==> config.mk <==
export PLATFORM = sky130hd
export DESIGN_NAME = reload_cmp_timer
export DESIGN_NICKNAME = d
export VERILOG_FILES = /design/src/rtl/timer_pkg.sv /design/src/rtl/tclk_edge.sv /design/src/rtl/timer_regs.sv /design/src/rtl/timer_core.sv /design/src/rtl/reload_cmp_timer.sv
export SDC_FILE = /design/constraint.sdc
export NUM_CORES = 1
export LEC_CHECK = 0
export ABC_AREA = 1
export BUFFER_PORTS_ARGS = -buffer_cell sky130_fd_sc_hd__buf_2
export CELL_PAD_IN_SITES_DETAIL_PLACEMENT = 1
export CELL_PAD_IN_SITES_GLOBAL_PLACEMENT = 1
export CORE_ASPECT_RATIO = 1.1
export CORE_MARGIN = 2
export CORE_UTILIZATION = 39
export CTS_CLUSTER_DIAMETER = 120
export DETAILED_ROUTE_END_ITERATION = 12
export PLACE_DENSITY_LB_ADDON = 0.1
export SYNTH_ARGS = -nofsm -noshare
export SYNTH_HDL_FRONTEND = slang
export SYNTH_SLANG_ARGS = --single-unit
==> constraint.sdc <==
create_clock -name clk -period 1.9 [get_ports clk]
set_input_delay 0.19 -clock clk [delete_from_list [all_inputs] [get_ports clk]]
set_output_delay 0.19 -clock clk [all_outputs]
set_load 0.01 [all_outputs]
==> src/rtl/timer_pkg.sv <==
// Shared constants and register selectors for the reload-compare timer.
package timer_pkg;
    localparam int NUM_HALVES = 2;

    typedef enum logic [1:0] {
        SEL_CTRL   = 2'd0,
        SEL_RELOAD = 2'd1,
        SEL_CMP    = 2'd2,
        SEL_COUNT  = 2'd3
    } reg_sel_e;

    localparam int CTRL_RUN_BIT    = 0;
    localparam int CTRL_PRESET_BIT = 1;
endpackage

==> src/rtl/tclk_edge.sv <==
// Resamples the asynchronous timer clock through two flops and flags its
// falling and rising edges as one-cycle strobes in the system clock domain.
// Assumes the timer clock holds each level for at least two system cycles.
module tclk_edge (
    input  logic clk,
    input  logic rst_n,
    input  logic tclk,
    output logic fall,
    output logic rise
);
    logic s1, s2, prev;

    // Two-flop synchroniser followed by a history flop.
    always_ff @(posedge clk) begin
        if (!rst_n) begin
            s1   <= 1'b0;
            s2   <= 1'b0;
            prev <= 1'b0;
        end else begin
            s1   <= tclk;
            s2   <= s1;
            prev <= s2;
        end
    end

    // Edge strobes from the synchronised level and its history.
    assign fall = prev & ~s2;
    assign rise = ~prev & s2;

    a_r3_fall_single: assert property (@(posedge clk) disable iff (!rst_n)
        fall |=> !fall);
    a_r6_rise_single: assert property (@(posedge clk) disable iff (!rst_n)
        rise |=> !rise);
endmodule

==> src/rtl/timer_regs.sv <==
// Register file: reload, compare and run bits per timer, preset strobes,
// and the read multiplexer. Assumes the counts come back from the core.
module timer_regs #(
    parameter int W = 8
) (
    input  logic                clk,
    input  logic                rst_n,
    input  logic                mode16,
    input  logic                wr_en,
    input  logic [2:0]          addr,
    input  logic [W-1:0]        wdata,
    input  logic [1:0][W-1:0]   cnt,
    output logic [W-1:0]        rdata,
    output logic [1:0]          run_eff,
    output logic [1:0]          preset,
    output logic [1:0][W-1:0]   rld,
    output logic [1:0][W-1:0]   cmp
);
    import timer_pkg::*;

    logic [1:0] run_q;
    reg_sel_e   sel;
    logic       tsel;

    assign sel  = reg_sel_e'(addr[1:0]);
    assign tsel = addr[2];

    // Register writes; high run bit is locked while the pair is chained.
    always_ff @(posedge clk) begin
        if (!rst_n) begin
            run_q <= '0;
            rld   <= '0;
            cmp   <= '0;
        end else if (wr_en) begin
            case (sel)
                SEL_CTRL: begin
                    if (!(mode16 && tsel))
                        run_q[tsel] <= wdata[CTRL_RUN_BIT];
                end
                SEL_RELOAD: rld[tsel] <= wdata;
                SEL_CMP:    cmp[tsel] <= wdata;
                default: ;
            endcase
        end
    end

    // Preset strobes act in the write cycle.
    always_comb begin
        preset = '0;
        if (wr_en && sel == SEL_CTRL)
            preset[tsel] = wdata[CTRL_PRESET_BIT];
    end

    // In 16-bit mode both halves follow the low timer's run bit.
    assign run_eff[0] = run_q[0];
    assign run_eff[1] = mode16 ? run_q[0] : run_q[1];

    // Read multiplexer.
    always_comb begin
        rdata = '0;
        case (sel)
            SEL_CTRL:   rdata[CTRL_RUN_BIT] = run_q[tsel];
            SEL_RELOAD: rdata = rld[tsel];
            SEL_CMP:    rdata = cmp[tsel];
            default:    rdata = cnt[tsel];
        endcase
    end

    a_r10_hi_run_locked: assert property (@(posedge clk) disable iff (!rst_n)
        (wr_en && mode16 && addr == 3'b100) |=> run_q[1] == $past(run_q[1]));
endmodule

==> src/rtl/timer_core.sv <==
// Counting core for both halves: decrement on falling timer-clock edges,
// compare match with output toggle, underflow with reload on the following
// rising edge, preset, and 16-bit chaining. Event pulses last one cycle.
module timer_core #(
    parameter int W = 8
) (
    input  logic                clk,
    input  logic                rst_n,
    input  logic                mode16,
    input  logic                fall,
    input  logic                rise,
    input  logic [1:0]          run_eff,
    input  logic [1:0]          preset,
    input  logic [1:0][W-1:0]   rld,
    input  logic [1:0][W-1:0]   cmp,
    output logic [1:0][W-1:0]   cnt,
    output logic [1:0]          irq_cmp,
    output logic [1:0]          irq_unf,
    output logic [1:0]          tout
);
    localparam int FW = 2 * W;

    logic [1:0]    pend;
    logic [FW-1:0] full, full_m1, cmp_full;

    // 16-bit views of the pair.
    assign full     = cnt;
    assign full_m1  = full - FW'(1);
    assign cmp_full = cmp;

    // Counter, pending-reload, output and event-pulse state.
    always_ff @(posedge clk) begin
        if (!rst_n) begin
            cnt     <= '0;
            pend    <= '0;
            tout    <= '0;
            irq_cmp <= '0;
            irq_unf <= '0;
        end else begin
            irq_cmp <= '0;
            irq_unf <= '0;
            if (fall) begin
                if (mode16) begin
                    if (run_eff[0]) begin
                        if (full == '0) begin
                            pend       <= 2'b11;
                            irq_unf[0] <= 1'b1;
                        end else begin
                            cnt <= full_m1;
                            if (full_m1 == cmp_full) begin
                                tout[0]    <= ~tout[0];
                                irq_cmp[0] <= 1'b1;
                            end
                        end
                    end
                end else begin
                    for (int i = 0; i < 2; i++) begin
                        if (run_eff[i]) begin
                            if (cnt[i] == '0) begin
                                pend[i]    <= 1'b1;
                                irq_unf[i] <= 1'b1;
                            end else begin
                                cnt[i] <= cnt[i] - W'(1);
                                if (cnt[i] - W'(1) == cmp[i]) begin
                                    tout[i]    <= ~tout[i];
                                    irq_cmp[i] <= 1'b1;
                                end
                            end
                        end
                    end
                end
            end
            if (rise) begin
                for (int i = 0; i < 2; i++) begin
                    if (pend[i]) begin
                        cnt[i]  <= rld[i];
                        pend[i] <= 1'b0;
                    end
                end
            end
            for (int i = 0; i < 2; i++) begin
                if (preset[i]) begin
                    cnt[i]  <= rld[i];
                    pend[i] <= 1'b0;
                end
            end
        end
    end

    genvar g;
    generate
        for (g = 0; g < 2; g++) begin : g_chk
            a_r5_cmp_one_cycle: assert property (@(posedge clk) disable iff (!rst_n)
                irq_cmp[g] |=> !irq_cmp[g]);
            a_r6_unf_one_cycle: assert property (@(posedge clk) disable iff (!rst_n)
                irq_unf[g] |=> !irq_unf[g]);
            a_r5_tout_only_on_match: assert property (@(posedge clk) disable iff (!rst_n)
                !irq_cmp[g] |=> (tout[g] == $past(tout[g])) || irq_cmp[g]);
            a_r4_frozen_when_stopped: assert property (@(posedge clk) disable iff (!rst_n)
                (!run_eff[g] && !preset[g] && !pend[g]) |=> cnt[g] == $past(cnt[g]));
            a_r6_zero_after_unf: assert property (@(posedge clk) disable iff (!rst_n)
                (irq_unf[g] && !$past(preset[g])) |-> (cnt[g] == '0 && pend[g]));
        end
    endgenerate

    a_r9_hi_quiet: assert property (@(posedge clk) disable iff (!rst_n)
        $past(mode16) |-> (!irq_cmp[1] && !irq_unf[1]));
endmodule

==> src/rtl/reload_cmp_timer.sv <==
// Top level: two 8-bit reload-compare down counters, chainable into one
// 16-bit counter, clocked by falling edges of an asynchronous timer clock.
module reload_cmp_timer #(
    parameter int W = 8
) (
    input  logic         clk,
    input  logic         rst_n,
    input  logic         tclk,
    input  logic         mode16,
    input  logic         wr_en,
    input  logic [2:0]   addr,
    input  logic [W-1:0] wdata,
    output logic [W-1:0] rdata,
    output logic [1:0]   irq_cmp,
    output logic [1:0]   irq_unf,
    output logic [1:0]   tout
);
    logic              fall, rise;
    logic [1:0]        run_eff, preset;
    logic [1:0][W-1:0] rld, cmp, cnt;

    tclk_edge u_edge (
        .clk (clk), .rst_n (rst_n), .tclk (tclk), .fall (fall), .rise (rise)
    );

    timer_regs #(.W(W)) u_regs (
        .clk (clk), .rst_n (rst_n), .mode16 (mode16), .wr_en (wr_en),
        .addr (addr), .wdata (wdata), .cnt (cnt), .rdata (rdata),
        .run_eff (run_eff), .preset (preset), .rld (rld), .cmp (cmp)
    );

    timer_core #(.W(W)) u_core (
        .clk (clk), .rst_n (rst_n), .mode16 (mode16), .fall (fall), .rise (rise),
        .run_eff (run_eff), .preset (preset), .rld (rld), .cmp (cmp),
        .cnt (cnt), .irq_cmp (irq_cmp), .irq_unf (irq_unf), .tout (tout)
    );
endmodule

; ---- Word-level counts from Yosys, hierarchy flattened
; Cells that the tools add are included.
; W data, S select, Z words.
[classes]
mul = 0
order_cmp = 2
n_eq_ne = 8
n_div = 0
mux = 64
bitwise_logic = 13
reduce_logical = 18
add_sub_neg = 3
n_shift = 0
[ops]
columns = operator, n
row1 = $mux W8, 15
row2 = $mux W16, 5
row3 = $bwmux W16, 2
row4 = $mux W1, 31
row5 = $pmux W7 S3, 1
row6 = $eq A16 B16 Y1, 1
row7 = $eq A8 B8 Y1, 2
row8 = $logic_not A16 Y1, 1
row9 = $logic_not A8 Y1, 2
row10 = $sub A16 B1 Y16 const B, 1
row11 = $sub A8 B1 Y8 const B, 2
row12 = $mux W2, 6
row13 = $not A1 Y1, 10
row14 = $demux W8 S1, 1
row15 = $reduce_and A2 Y1, 3
row16 = $reduce_and A6 Y1, 1
row17 = $reduce_and A5 Y1, 1
row18 = $reduce_or A5 Y1, 1
row19 = $ne A2 B2 Y1 const B, 2
row20 = $reduce_or A2 Y1, 2
row21 = $reduce_or A4 Y1, 1
row22 = $logic_and A1 B1 Y1, 3
row23 = $pmux W1 S3, 1
row24 = $reduce_and A3 Y1, 1
row25 = 11 further kinds, 12
[word_totals]
ff_bits = 61
ramBits = 0
elab_cells = 126
output_inout_bits = 14
latchBits = 0
n_memories = 0
romBits = 0

; ---- Longest topological paths before layout
[logic_depth]
word_depth = 8
depth_mapped = 18
depth_no_buf = 18

; ---- By module
; A second synthesis with hierarchy kept.
[hier_totals]
cells_unflattened = 705
hier_area_um2 = 4391.7
[modules_own_cells]
columns = mod, area_each_um2, n_inst, cells_each, seq_area_each_um2
row1 = timer_core, 2382.3, 1, 388, 480.5
row2 = timer_regs, 1909.3, 1, 304, 680.7
row3 = tclk_edge, 100.1, 1, 13, 60.1

; ---- Worst setup path after synthesis
; No wires, ideal clock.
[synth_timing]
kind = reg-to-reg
start = reg u_core.cnt[8] (netlist bit)
end = reg u_core.tout[0]
slack_ps = 120
t_required_ps = 1787
t_arrival_ps = 1667
stages_incl_launch_ff = 15
period_less_slack_ps = 1780
path_cell_list = dfxtp_1 -> inv_1 -> ha_1 -> xnor2_1 -> nand2_1 -> nand3_1 -> nand2_1 -> inv_1 -> nand2_1 -> nor2_1 -> nand2_1 -> nand2_1 -> nand2_1 -> nor2_1 -> nor2_1
[synth_via]
elab_chain_len = 4
word_cells_on_any_way = 6
classes_between = 1 x add/sub / 3 x eq/ne / 2 x reduce/logical
[synth_lines]
columns = item, line_no
row1 = from (decl), timer_core.sv:16  ; output logic [1:0][W-1:0] cnt,
row2 = from (signal assigned), timer_core.sv:49  ; cnt <= full_m1;
row3 = "from (signal, indexed assignment)", timer_core.sv:63  ; cnt[i] <= cnt[i] - W'(1);
row4 = "from (signal, indexed assignment)", timer_core.sv:76  ; cnt[i] <= rld[i];
row5 = $sub A16 B1 Y16, timer_core.sv:28  ; assign full_m1 = full - FW'(1);
row6 = $eq A16 B16 Y1, timer_core.sv:50  ; if (full_m1 == cmp_full) begin
row7 = $ne A2 B1 Y1 (no line), n/a
row8 = $reduce_and A6 Y1 (no line) *, n/a
row9 = to (signal assigned), timer_core.sv:51  ; tout[0] <= ~tout[0];
row10 = "to (signal, indexed assignment)", timer_core.sv:65  ; tout[i] <= ~tout[i];
row11 = to (decl), timer_core.sv:19  ; output logic [1:0] tout
; Mark *: on every way between the ends. The rest lies on a longest branch, timed or not.
; A chain may end at the register's enable or synchronous reset.

; ---- Final worst setup path
[layout_timing]
start = reg u_core.cnt[1] (netlist bit)
end = reg u_core.tout[0]
[layout_via]
elab_chain_len = 4
word_cells_on_any_way = 11
classes_between = 2 x add/sub / 5 x eq/ne / 4 x reduce/logical
[layout_lines]
columns = item, line_no
row1 = $sub A16 B1 Y16 or $sub A8 B1 Y8 (tied branches), "timer_core.sv:28, timer_core.sv:64"
row2 = $eq A16 B16 Y1 or $eq A8 B8 Y1 (tied branches), "timer_core.sv:50, timer_core.sv:64"
row3 = $ne A2 B1 Y1 (no line) or $reduce_bool A2 Y1 (tied branches), n/a
row4 = $reduce_and A6 Y1 (no line) *, n/a
; Marks and branches as above.

==> impl_metrics.toml <==
[status]
status = "completed"

[sta]
slew_violations = 0
rsz0062_at_grt = "true"
worst_pin_slew_ns = 0.5992
setup_slack_ns = 0.01495
final-hold-violation-count = 0
clock_skew_ns = 0.01764
period_share_pct = 99.21
hold_ws_ns = 0.09799
fmax_mhz = 530.5
period_needed_ns = 1.885
max_slew_margin_pct = 60.01
finalSetupViolations = 0

[critical_path]
cp.arrival_ns = 2.20
critPathMaxFanout = 6
worstPathRequired_ns = 2.21
critical_path_class = "reg -> reg"
endpoint_kind = "flop"
critPathLaunchType = "flop"

[detailed_routing]
drt_wl_total_um = 15890
antenna_left = 0
vias = 4543
drtPass1Iterations = 5
drtIter0Drc = 182
via_per_inst = 5.533
wl_per_cell_um = 19.35
drc = 0

[power_and_ir_drop]
intPower_w = 0.002580
p_clk_share_pct = 38.7
p_comb_share_pct = 25.8
sw_frac_of_total_pct = 33.01
total_power_w = 0.003851
powerDensity_nw_per_um2 = 755.0
ir_drop_uv = 479.0
total_leakage_power_nw = 2.275
p_seq_share_pct = 35.5
p_switching_w = 0.001271

[clock_tree]
cts_made_buffers = 9
cts_tree = "done"
htree_levels = 3
cts_sinks = 61
path_clk_slew_ns = 0.09
root_buffer = "clkbuf_8"
clockBufferDepth = 2
clock_latency_ns = 0.37

[global_route]
grt_pass1_vias = 4600
grt_pass1_wl_um = 24270
antenna_found_initial = 0
grt_max_degree = 48
track_usage_pct = 29.26
grt_overflow = 0

[cells_and_area]
nNetsFinal = 715
antenna_cells = 0
drive_gt1_share_pct = 26.25
fin_util_pct = 51.33
area_growth_pct = 27.85

[floorplanning]
die_w_um = 100.4
fp.dieH_um = 110.1
start_util_pct = 40.15
rows = 38
io_pins = 30
die-area_um2 = 11060
core_area_um2 = 9937

[placed_design]
dp_hpwl_um = 12040
place_worst_setup_slack_ns = -0.1069
gp_congestion = 0.9004
numPortBuffers = 29

[synthesis]
ys.warnings.count = 0
synth.distinct_cells = 37
avgSynthCellArea_um2 = 6.436
syn_nets = 639
syn_inst = 620
ys_ff_latch = 61
ys_seq_area_share_pct = 30.61
synth_area_um2 = 3990

[hold_path]
hold_class = "in -> reg"

[flow_run]
drv_cap = 0
-- worst paths after layout --
| path | start | end | slack (ns) | cells past startpoint |
|---|---|---|---|---|
| setup / recovery | u_core.cnt[1] | u_core.tout[0] | 0.01 | 14 |
| hold / removal | wdata[6] | u_regs.cmp[6] | 0.1 | 3 |
| setup reg to reg | u_core.cnt[1] | u_core.tout[0] | 0.01 | 14 |
| hold reg to reg | u_edge.s2 | u_edge.prev | 0.43 | 2 |
-- state kept, by name, indices dropped and copies added (netlist names) --
name / count
u_core.cnt: 16
u_regs.cmp: 16
u_regs.rld: 16
u_core.irq_cmp: 2
u_core.irq_unf: 2
u_core.pend: 2
u_core.tout: 2
u_regs.run_q: 2
u_edge.prev: 1
u_edge.s1: 1
u_edge.s2: 1
-- worst max-delay path, cell delays in order, from the launching register on --
cell	delay, ns
dfxtp_4	0.37
inv_4	0.07
ha_4	0.15
nand2_4	0.08
nor2_4	0.21
buf_4	0.15
xor2_1	0.15
nand3_1	0.09
nor2_1	0.12
nand2_1	0.07
nand2_1	0.09
nand2_2	0.09
nand2_1	0.07
nand2_1	0.04
nor2_1	0.10
-- through the flow --
step / setup TNS (ns) / cell area [um^2] / std cells
floorplan: 0 / 3990 / 620
detailed placement: -0.2657 / 4509 / 793
global placement: -0.03080 / 4509 / 793
finish: 0 / 5101 / 821
CTS: -0.02109 / 4833 / 813
global route: -0.2458 / 5101 / 821
-- synthesized netlist by cell type --
library cell | number | share of area [%]
a211oi_1 | 3 | 0.56
a21oi_1 | 67 | 8.4
a221oi_1 | 1 | 0.22
a31oi_1 | 3 | 0.47
a41oi_1 | 2 | 0.44
buf_1 | 2 | 0.19
buf_2 | 1 | 0.13
buf_4 | 1 | 0.19
buf_6 | 5 | 1.4
clkbuf_1 | 14 | 1.3
clkinv_1 | 1 | 0.094
dfxtp_1 | 61 | 31
ha_1 | 3 | 0.94
inv_1 | 79 | 7.4
inv_2 | 5 | 0.47
nand2_1 | 100 | 9.4
nand2_2 | 7 | 1.1
nand2_4 | 3 | 0.85
nand3_1 | 40 | 5.0
nand3b_1 | 2 | 0.38
nand4_1 | 4 | 0.63
nor2_1 | 69 | 6.5
nor2_2 | 8 | 1.3
nor2_4 | 5 | 1.4
nor3_1 | 6 | 0.75
nor3_2 | 2 | 0.50
nor3b_1 | 1 | 0.19
nor4_1 | 2 | 0.31
o2111ai_1 | 4 | 0.88
o211ai_1 | 13 | 2.4
o21ai_0 | 74 | 9.3
o21ai_1 | 3 | 0.38
o221ai_1 | 2 | 0.44
o22ai_1 | 6 | 0.94
or2_2 | 2 | 0.31
xnor2_1 | 4 | 0.88
xor2_1 | 15 | 3.3
-- routing by layer --
layer | vias up | wire length [um] | track usage (%)
li1 | 2206 | - | -
met1 | 2178 | 7032 | 37.65
met2 | 121 | 7599 | 49.66
met3 | 38 | 759 | 5.233
met4 | 0 | 494 | 9.687
met5 | - | 0 | 0
-- area by class of cell --
type                            count  area (um^2)
Multi-Input combinational cell    451         2521
Tap cell                          120        150.1
Sequential cell                    61         1244
Clock buffer                        9        123.9
Timing Repair Buffer               88        609.3
Inverter                           85        330.3
Clock inverter                      7        122.6
Fill cell                        1305         4836
-- repair_timing --
action,in CTS,in global routing
endpoints found under the setup margin,6,15
pin swaps,6,22
endpoints found under the hold margin,1,0
setup buffers,3,8
cloned,0,0
gates resized for setup,13,62
hold buffers,1,0
-- cells by family after synthesis --
group                      after synthesis  synth area share [%]
adders and majority gates                3                0.9408
and+or+nand+nor                        251                 28.60
xor gates and xnor gates                19                 4.171
DFF                                     61                 30.61
buffers and inverters                  108                 11.23
AOI/OAI and AO/OA                      178                 24.46
-- placed cells by master (no fill, tap or decap), drive strengths merged, types with 4 or more instances in the layout --
master,n
buf,87
dfxtp,61
xnor2,4
nand2,110
o22ai,6
inv,84
nor3,8
nand3,40
o21ai,77
a21oi,67
o2111ai,4
nor2,82
clkbuf,9
o211ai,13
xor2,15
nand4,4
-- power groups by stage --
stage	combinational [W]	clock, W	sequential [W]
finish	0.000992	0.00149	0.00137
global route	0.00109	0.00156	0.00137
CTS	0.000876	0.00151	0.00136
detailed placement	0.000840	0	0.00139
global placement	0.000821	0	0.00139
floorplan	0.000550	0	0.00138
(Power assumes the default switching activity.)
